==> src/rtl/scl_pkg.sv <==
package scl_pkg;
   localparam int BYTE_W = 8;

   typedef enum logic [1:0] {
      MODE_NORMAL = 2'b00,
      MODE_RSVD   = 2'b01,
      MODE_SPREAD = 2'b10,
      MODE_HIZ    = 2'b11
   } op_mode_e;
endpackage

==> src/rtl/scl_frame_seq.sv <==
module scl_frame_seq
   import scl_pkg::*;
#(
   parameter int FIRST_POS = 3,
   parameter int NUM_SLOTS = 8,
   parameter int NUM_REGS  = 6,
   parameter logic [BYTE_W-1:0] DEV_ADDR = 8'hD2,
   localparam int POS_LAST = FIRST_POS + NUM_SLOTS,
   localparam int POS_W    = $clog2(POS_LAST + 1),
   localparam int SLOT_W   = $clog2(NUM_REGS)
) (
   input  logic              clk,
   input  logic              rst_n,
   input  logic              frame_start,
   input  logic              frame_end,
   input  logic              byte_valid,
   input  logic [BYTE_W-1:0] byte_data,
   output logic              wr_en,
   output logic [SLOT_W-1:0] wr_slot
);
   localparam logic [POS_W-1:0] P_FIRST = POS_W'(FIRST_POS);
   localparam logic [POS_W-1:0] P_STOP  = POS_W'(FIRST_POS + NUM_REGS);
   localparam logic [POS_W-1:0] P_LAST  = POS_W'(POS_LAST);

   logic             in_frame;
   logic             addr_hit;
   logic [POS_W-1:0] pos;
   logic             take;
   logic [POS_W-1:0] rel;

   // a byte counts only inside a frame and away from framing strobes
   assign take = byte_valid && in_frame && !frame_start && !frame_end;

   always_ff @(posedge clk) begin
      if (!rst_n) begin
         in_frame <= 1'b0;
         addr_hit <= 1'b0;
         pos      <= '0;
      end else if (frame_start) begin
         in_frame <= 1'b1;
         addr_hit <= 1'b0;
         pos      <= '0;
      end else if (frame_end) begin
         in_frame <= 1'b0;
      end else if (take) begin
         if (pos == '0) addr_hit <= (byte_data == DEV_ADDR);
         if (pos != P_LAST) pos <= pos + 1'b1;
      end
   end

   assign rel     = pos - P_FIRST;
   assign wr_en   = take && addr_hit && (pos >= P_FIRST) && (pos < P_STOP);
   assign wr_slot = rel[SLOT_W-1:0];
endmodule

==> src/rtl/scl_regfile.sv <==
module scl_regfile
   import scl_pkg::*;
#(
   parameter int NUM_REGS = 6,
   parameter logic [NUM_REGS*BYTE_W-1:0] REG_DEFAULTS = '0,
   localparam int SLOT_W = $clog2(NUM_REGS)
) (
   input  logic                       clk,
   input  logic                       rst_n,
   input  logic                       wr_en,
   input  logic [SLOT_W-1:0]          wr_slot,
   input  logic [BYTE_W-1:0]          wr_data,
   output logic [NUM_REGS*BYTE_W-1:0] regs_flat
);
   for (genvar g = 0; g < NUM_REGS; g++) begin : g_reg
      logic [BYTE_W-1:0] r;
      always_ff @(posedge clk) begin
         if (!rst_n)
            r <= REG_DEFAULTS[g*BYTE_W +: BYTE_W];
         else if (wr_en && (wr_slot == SLOT_W'(g)))
            r <= wr_data;
      end
      assign regs_flat[g*BYTE_W +: BYTE_W] = r;
   end
endmodule

==> src/rtl/scl_decode.sv <==
module scl_decode
   import scl_pkg::*;
#(
   parameter int SEL_W = 4,
   parameter int DIS_W = 16
) (
   input  logic [6:0]       ctl_byte,
   input  logic [DIS_W-1:0] enable_bits,
   input  logic [SEL_W-1:0] pin_sel,
   output logic             spread_en,
   output logic             outputs_hiz,
   output logic             from_serial,
   output logic [SEL_W-1:0] sel_out,
   output logic [DIS_W-1:0] disable_out
);
   op_mode_e mode;

   assign mode = op_mode_e'(ctl_byte[1:0]);

   always_comb begin
      spread_en   = 1'b0;
      outputs_hiz = 1'b0;
      unique case (mode)
         MODE_SPREAD: spread_en   = 1'b1;
         MODE_HIZ:    outputs_hiz = 1'b1;
         default:     ; // normal and reserved behave alike
      endcase
   end

   assign from_serial = ctl_byte[3];
   assign sel_out     = from_serial ? {ctl_byte[2], ctl_byte[6:4]} : pin_sel;
   assign disable_out = ~enable_bits;
endmodule

==> src/rtl/serial_cfg_loader.sv <==
module serial_cfg_loader
   import scl_pkg::*;
#(
   parameter int NUM_REGS  = 6,
   parameter int NUM_SLOTS = 8,
   parameter int FIRST_POS = 3,
   parameter int SEL_W     = 4,
   parameter logic [BYTE_W-1:0] DEV_ADDR = 8'hD2,
   parameter logic [NUM_REGS*BYTE_W-1:0] REG_DEFAULTS = 48'hFFFF_FF7F_0F00,
   localparam int REGS_W = NUM_REGS * BYTE_W,
   localparam int DIS_W  = 2 * BYTE_W,
   localparam int SLOT_W = $clog2(NUM_REGS)
) (
   input  logic              clk,
   input  logic              rst_n,
   input  logic              frame_start,
   input  logic              frame_end,
   input  logic              byte_valid,
   input  logic [7:0]        byte_data,
   input  logic [SEL_W-1:0]  pin_freq_sel,
   output logic [REGS_W-1:0] cfg_regs,
   output logic              spread_en,
   output logic              outputs_hiz,
   output logic              freq_from_serial,
   output logic [SEL_W-1:0]  freq_sel,
   output logic [DIS_W-1:0]  clk_disable
);
   initial begin
      assert (NUM_REGS >= 3) else $error("need control and two enable registers");
      assert (NUM_SLOTS >= NUM_REGS) else $error("slots must cover registers");
      assert (FIRST_POS >= 1) else $error("address must precede data");
      assert (SEL_W == 4) else $error("serial code carries four bits");
   end

   logic              wr_en;
   logic [SLOT_W-1:0] wr_slot;

   scl_frame_seq #(
      .FIRST_POS (FIRST_POS),
      .NUM_SLOTS (NUM_SLOTS),
      .NUM_REGS  (NUM_REGS),
      .DEV_ADDR  (DEV_ADDR)
   ) i_seq (
      .clk         (clk),
      .rst_n       (rst_n),
      .frame_start (frame_start),
      .frame_end   (frame_end),
      .byte_valid  (byte_valid),
      .byte_data   (byte_data),
      .wr_en       (wr_en),
      .wr_slot     (wr_slot)
   );

   scl_regfile #(
      .NUM_REGS     (NUM_REGS),
      .REG_DEFAULTS (REG_DEFAULTS)
   ) i_regs (
      .clk       (clk),
      .rst_n     (rst_n),
      .wr_en     (wr_en),
      .wr_slot   (wr_slot),
      .wr_data   (byte_data),
      .regs_flat (cfg_regs)
   );

   scl_decode #(
      .SEL_W (SEL_W),
      .DIS_W (DIS_W)
   ) i_dec (
      .ctl_byte    (cfg_regs[6:0]),
      .enable_bits (cfg_regs[3*BYTE_W-1:BYTE_W]),
      .pin_sel     (pin_freq_sel),
      .spread_en   (spread_en),
      .outputs_hiz (outputs_hiz),
      .from_serial (freq_from_serial),
      .sel_out     (freq_sel),
      .disable_out (clk_disable)
   );
endmodule

==> config.mk <==
export PLATFORM = sky130hd
export DESIGN_NAME = serial_cfg_loader
export DESIGN_NICKNAME = d
export VERILOG_FILES = /design/src/rtl/scl_pkg.sv /design/src/rtl/scl_frame_seq.sv /design/src/rtl/scl_regfile.sv /design/src/rtl/scl_decode.sv /design/src/rtl/serial_cfg_loader.sv
export SDC_FILE = /design/constraint.sdc
export NUM_CORES = 1
export LEC_CHECK = 0
export ABC_AREA = 1
export BUFFER_PORTS_ARGS = -buffer_cell sky130_fd_sc_hd__buf_4
export CAP_MARGIN = 20
export CELL_PAD_IN_SITES_DETAIL_PLACEMENT = 1
export CELL_PAD_IN_SITES_GLOBAL_PLACEMENT = 2
export CORE_UTILIZATION = 24
export DETAILED_ROUTE_END_ITERATION = 10
export GPL_TIMING_DRIVEN = 0
export HOLD_SLACK_MARGIN = 0.02
export PLACE_DENSITY = 0.81
export SLEW_MARGIN = 10
export SYNTH_ARGS = -nofsm -noshare
export SYNTH_HDL_FRONTEND = slang
export SYNTH_SLANG_ARGS = --single-unit
==> constraint.sdc <==
create_clock -name clk -period 1.6 [get_ports clk]
set_input_delay 0.32 -clock clk [delete_from_list [all_inputs] [get_ports clk]]
set_output_delay 0.32 -clock clk [all_outputs]
set_load 0.1 [all_outputs]
==> run_results.csv, run 1 <==
group,metric,value,unit
status,status,"finished with violations",
status,violations,"negative setup slack",
global_route,first_global_vias,2689,
yosys,ys.flop_type,"dfxtp_1",
worst_setup_path,crit_required,1.28,ns
drt,wl_met3,367,µm
global_route,grt_usage,15.7,%
worst_setup_path,worstPathArrival,1.29,ns
power,p_total,2.32,mW
worst_setup_path,cp_num_buf_inv,2,
power,vdd_drop_max,0.294,mV
worst_setup_path,worstPathCellList,"clkinvlp_4, o21ai_4, buf_8",
cells_and_area,finalNonFillerCells,596,
sta,worst_slew_pin_slew,0.456,ns
clock_tree,clockBufferDepth,2,
clock_tree,cts_made_buffers,5,
global_route,gr-total-overflow,0,
cells_and_area,n_fill_cell,1274,
cells_and_area,antenna_cells,0,
die,die_y,105,µm
global_route,grt_max_degree,16,
yosys,yosys_warnings,0,
placement,pre_cts_ws,-0.311,ns
placement,dp.final_hpwl,6060,µm
global_route,antenna_found_initial,0,
power,p_per_area,588,mW/mm²
clock_tree,h-tree-depth,2,
yosys,async_flop_share,0,%
sta,fmax,620,MHz
drt,wl_met1,3680,µm
drt,met2WireLength,4160,µm
worst_setup_path,critical_path_class,"register to primary output",
worst_setup_path,critPathTopFamily,"flip-flops",
min_path,hold_path.class,"input pin to register",
drt,drt_drc_violations_left,0,
sta,final.setup.tns,-0.0266,ns
sta,min_period,1.61,ns
clock_tree,cts_tree,"yes",
sta,rsz0062_at_grt,"yes",
worst_setup_path,max_stage_delay,0.40,ns
yosys,ys_types,21,
yosys,ys_ff_latch,54,
cells_and_area,utilization,38.4,%
die,rows,37,
sta,hold_viol,0,
placement,dp.cells,574,
drt,wl_per_cell,14.1,µm
drt,drt_iter0_drc,84,
global_route,grt_pass1_wl,13700,µm
drt,finalWirelength,8390,µm
drt,dr.pass1.iters,4,
cells_and_area,area_delta_synth_final,55.6,%
yosys,syn-num-nets,375,
yosys,seq_area_frac_synth,42.6,%
sta,min_period_over_period,101,%
die,core,0.0103,mm²
worst_setup_path,crit_path_max_fanout,5,
drt,vias,2685,
clock_tree,clkTransAtPathRegs,0.10,ns
placement,portBuffers,87,
sta,fin_ws,-0.0137,ns
die,start_util,24.7,%
yosys,syn_area_per_cell,7.23,µm²
clock_tree,cts_hold_buffers,0,
drt,drtAntennaViolNets,0,
yosys,synthesis.area,0.00254,mm²
yosys,syn_inst,351,
worst_setup_path,end_kind,"primary output",
worst_setup_path,r2r_slack,0.09,ns
clock_tree,clk_latency,0.31,ns
die,top_level_ports,88,
power,p_leak,1.77,nW
die,dieArea,0.0110,mm²
worst_setup_path,crit_path_start_kind,"register",
sta,setup-violations-final,2,
worst_setup_path,critPathSlowestCell,"dfxtp_4",
drt,dr.max_layer_used,"met4",
clock_tree,cts.sinks,54,
yosys,synth_edf_count,0,
sta,slew_viol_final,0,
cells_and_area,drive_above_1_share,42.2,%
job,drv_cap,0,
drt,viasPerCell,4.51,
sta,slew_headroom,69.6,%
placement,gp_congestion,0.793,
die,die_w,105,µm
sta,skew,0.0105,ns
clock_tree,cts_root_buffer,"clkbuf_8",
cells_and_area,finalNetCount,484,
==> layout by cell type, fill, tap and decap left out, drive strengths merged <==
cell type	instances
buf	114
nand2	78
dfxtp	54
nand4	51
nand3	43
inv	39
nor2	27
clkinvlp	19
clkbuf	12
o21ai	7
ha	7
a21oi	5
clkinv	2
xor2	1
a21boi	1
==> metal layers <==
metal,vias to the layer above,global-route usage (%)
met5,-,0
met4,0,6.14
met2,60,27.5
li1,1368,-
met3,13,2.62
met1,1244,19.0
==> flip-flops by register name, summed over array words and instances, names as in the netlist <==
name	cells
i_seq.addr_hit	1
i_seq.in_frame	1
i_seq.pos	4
i_regs.g.r	48
==> power breakdown <==
group | leakage, nW | switching, mW | internal [mW]
sequential | 0.441 | 0.00197 | 1.33
clock | 0.0443 | 0.439 | 0.345
combinational | 1.29 | 0.139 | 0.0686
total | 1.77 | 0.580 | 1.74
==> kinds of logic (layout without fill, tap and decap cells) <==
family	after synthesis	count (layout)	synth area share [%]
flops	54	54	42.6
simple gates	199	199	37.5
buf+inv	77	186	13.0
compound gates	13	13	3.11
fa+ha+maj	7	7	3.45
xor+xnor	1	1	0.345
==> worst paths after layout <==
kind	from	to	cells past startpoint
worst max-delay path	i_regs.g_reg[0].r[3]	freq_sel[3]	3
worst min-delay path	frame_start	i_seq.in_frame	3
worst max register to register	i_seq.pos[1]	i_regs.g_reg[4].r[3]	8
worst min register to register	i_regs.g_reg[4].r[1]	i_regs.g_reg[4].r[1]	2
==> repair_timing <==
item / 4_1_cts / 5_1_grt
endpoints found under the setup margin: 54 / 54
pin swaps: 11 / 5
cloned: 2 / 0
resized for setup: 31 / 16
buffers inserted: 11 / 5
==> per-stage QoR <==
stage / hold slack [ns] / instance area [µm²]
finish: 0.284 / 3950
detailed placement: 0.448 / 3570
global route: 0.287 / 3950
global placement: 0.447 / 3570
floorplan: 0.452 / 2750
CTS: 0.274 / 3880
==> Yosys cell counts, types with 2 or more instances <==
library cell / number / area share [%]
nand3_2: 3 / 1.2
inv_2: 2 / 0.30
buf_6: 3 / 1.3
nand4_1: 51 / 13
nor2_1: 26 / 3.8
a21oi_1: 4 / 0.79
nand2_1: 78 / 12
clkbuf_1: 9 / 1.3
buf_4: 4 / 1.2
ha_1: 7 / 3.5
o21ai_0: 7 / 1.4
inv_1: 55 / 8.1
buf_2: 2 / 0.39
nand3_1: 40 / 7.9
dfxtp_1: 54 / 43
==> worst reg2reg max path, delay by kind of cell (launching register included) <==
kind                     cells  cell delay (ns)
buffers and inverters        3             0.42
flip-flops                   1             0.38
AND/OR/NAND/NOR              3             0.30
AO/OA/AOI/OAI                1             0.19
adder cells (fa/ha/maj)      1             0.16
==> layout make-up <==
| cell class | instances | area [µm²] | area share (%) |
|---|---|---|---|
| Tap cell | 136 | 170 | 4.31 |
| Sequential cell | 54 | 1140 | 28.8 |
| Inverter | 58 | 290 | 7.36 |
| Multi-Input combinational cell | 220 | 1290 | 32.8 |
| Timing Repair Buffer | 103 | 837 | 21.2 |
| Timing Repair inverter | 2 | 12.5 | 0.317 |
| Buffer | 16 | 118 | 2.98 |
| Clock buffer | 7 | 86.3 | 2.19 |
(Power assumes the default switching activity.)
==> run 2, diff against run 1 <==
==> constraint.sdc (replaced) <==
create_clock -name clk -period 1.35 [get_ports clk]
set_input_delay 0.27 -clock clk [delete_from_list [all_inputs] [get_ports clk]]
set_output_delay 0.27 -clock clk [all_outputs]
set_load 0.1 [all_outputs]
==> run_results.csv, run 2 (synthesis gave the netlist of run 1 again) <==
group,metric,value,unit
job,drv_cap,0,
global_route,antenna_found_initial,0,
drt,drt_drc_violations_left,0,
power,p_total,2.81,mW
cells_and_area,drive_above_1_share,51.4,%
clock_tree,cts_made_buffers,5,
sta,skew,0.0118,ns
die,start_util,24.7,%
drt,dr.pass1.iters,4,
cells_and_area,largest_register_ffs,48,
cells_and_area,finalNonFillerCells,603,
cells_and_area,reg_top3,"i_regs.g.r x48, i_seq.pos x4",
global_route,gr-total-overflow,0,
sta,worst_slew_pin_slew,0.598,ns
worst_setup_path,end_kind,"register",
power,intPower,2.02,mW
worst_setup_path,crit_path_max_fanout,10,
sta,slew_viol_final,0,
placement,portBuffers,87,
sta,slew_headroom,60.1,%
cells_and_area,final_cell_mix,"buf_4 (96), nand4_1 (51), nand2_1 (47)",
clock_tree,cts_tree,"yes",
min_path,hold_path.class,"input pin to register",
placement,gp_congestion,0.773,
sta,hold_viol,0,
status,violations,"negative setup slack",
drt,finalWirelength,9030,µm
cells_and_area,utilization,41.8,%
power,vdd_drop_max,0.427,mV
global_route,first_global_vias,2766,
cells_and_area,antenna_cells,0,
die,core,0.0103,mm²
cells_and_area,finalNetCount,490,
clock_tree,h-tree-depth,2,
power,swShare,27.9,%
placement,pre_cts_ws,-0.388,ns
die,die_y,105,µm
worst_setup_path,max_stage_delay,0.38,ns
clock_tree,clk_latency,0.32,ns
drt,drtAntennaViolNets,0,
cells_and_area,top_register,"i_regs.g.r",
status,status,"finished with violations",
power,p_seq_share,55.2,%
worst_setup_path,crit_required,1.60,ns
drt,viasPerCell,4.69,
sta,min_period,1.60,ns
placement,placed_area,0.00372,mm²
clock_tree,cts_root_buffer,"clkbuf_8",
sta,min_period_over_period,118,%
worst_setup_path,crit_path_start_kind,"register",
cells_and_area,mostFrequentLayoutCell,"buf_4",
power,p_leak,1.84,nW
die,top_level_ports,88,
power,p_per_area,654,mW/mm²
worst_setup_path,worstPathArrival,1.84,ns
worst_setup_path,cp_num_buf_inv,5,
worst_setup_path,path_common_cell,"buf_12",
power,share_comb_of_total_power,9.7,%
worst_setup_path,critPathSlowestCell,"dfxtp_4",
clock_tree,clkTransAtPathRegs,0.11,ns
die,die_w,105,µm
global_route,grt_usage,16.1,%
sta,whs,0.231,ns
sta,fin_ws,-0.246,ns
drt,drt_iter0_drc,117,
die,rows,37,
global_route,grt_max_degree,19,
sta,final.setup.tns,-10.81,ns
placement,dp.final_hpwl,6280,µm
worst_setup_path,critical_path_class,"register to register",
global_route,grt_pass1_wl,14100,µm
worst_setup_path,critPathTopFamily,"buffers and inverters",
drt,wl_per_cell,15.0,µm
clock_tree,cts.sinks,54,
cells_and_area,area_delta_synth_final,69.3,%
worst_setup_path,worstPathCellList,"buf_12, clkinv_8, ha_4, nand2_4, a21oi_4, buf_12, buf_12, buf_8, nand4_1, nand3_1",
die,dieArea,0.0110,mm²
sta,fmax,627,MHz
placement,dp.cells,574,
power,power_switching,0.784,mW
sta,rsz0062_at_grt,"yes",
power,power.share.clock,35.1,%
clock_tree,clockBufferDepth,2,
sta,setup-violations-final,52,
drt,vias,2829,
cells_and_area,fin_area,0.00429,mm²
[run 2: metal layers]
layer,up-vias,global-route usage [%],part of all wire (%)
met5,-,0,0
met4,0,4.02,1.3
met3,10,3.56,5.0
met2,80,27.7,49
met1,1354,20.3,44
li1,1385,-,-
[run 2: tightest hold or removal path: stages]
cell and delay [ns]:
buf_4 0.13, inv_1 0.07, a21oi_1 0.04
[run 2: repair_timing]
| action | CTS | global route |
|---|---|---|
| buffers inserted | 17 | 3 |
| pin swaps | 30 | 18 |
| cloned | 3 | 2 |
| hold buffers | 0 | 0 |
| resized for setup | 37 | 44 |
| setup endpoints to repair | 58 | 58 |
[run 2: final timing paths]
kind / from / to / slack, ns / depth (start not counted)
max: i_seq.pos[1] / i_regs.g_reg[1].r[0] / -0.25 / 10
min: rst_n / i_seq.in_frame / 0.23 / 3
max reg2reg: i_seq.pos[1] / i_regs.g_reg[1].r[0] / -0.25 / 10
min reg2reg: i_regs.g_reg[5].r[0] / i_regs.g_reg[5].r[0] / 0.48 / 2
[run 2: power by group through the flow]
stage	combinational, mW	sequential [mW]	clock, mW
4_1_cts	0.263	1.55	1.01
6_report	0.272	1.55	0.986
3_3_place_gp	0.224	1.59	0
5_1_grt	0.287	1.55	1.07
2_1_floorplan	0.125	1.59	0
3_5_place_dp	0.228	1.59	0
[run 2: cell type report]
type / count / area (µm²)
inverter: 58 / 305
fill: 1239 / 5980
sequential: 54 / 1170
clock buffer: 5 / 68.8
tap: 136 / 170
multi-input combinational: 221 / 1430
buffer: 16 / 150
timing repair buffer: 109 / 971
timing repair inverter: 1 / 5.00
clock inverter: 3 / 23.8
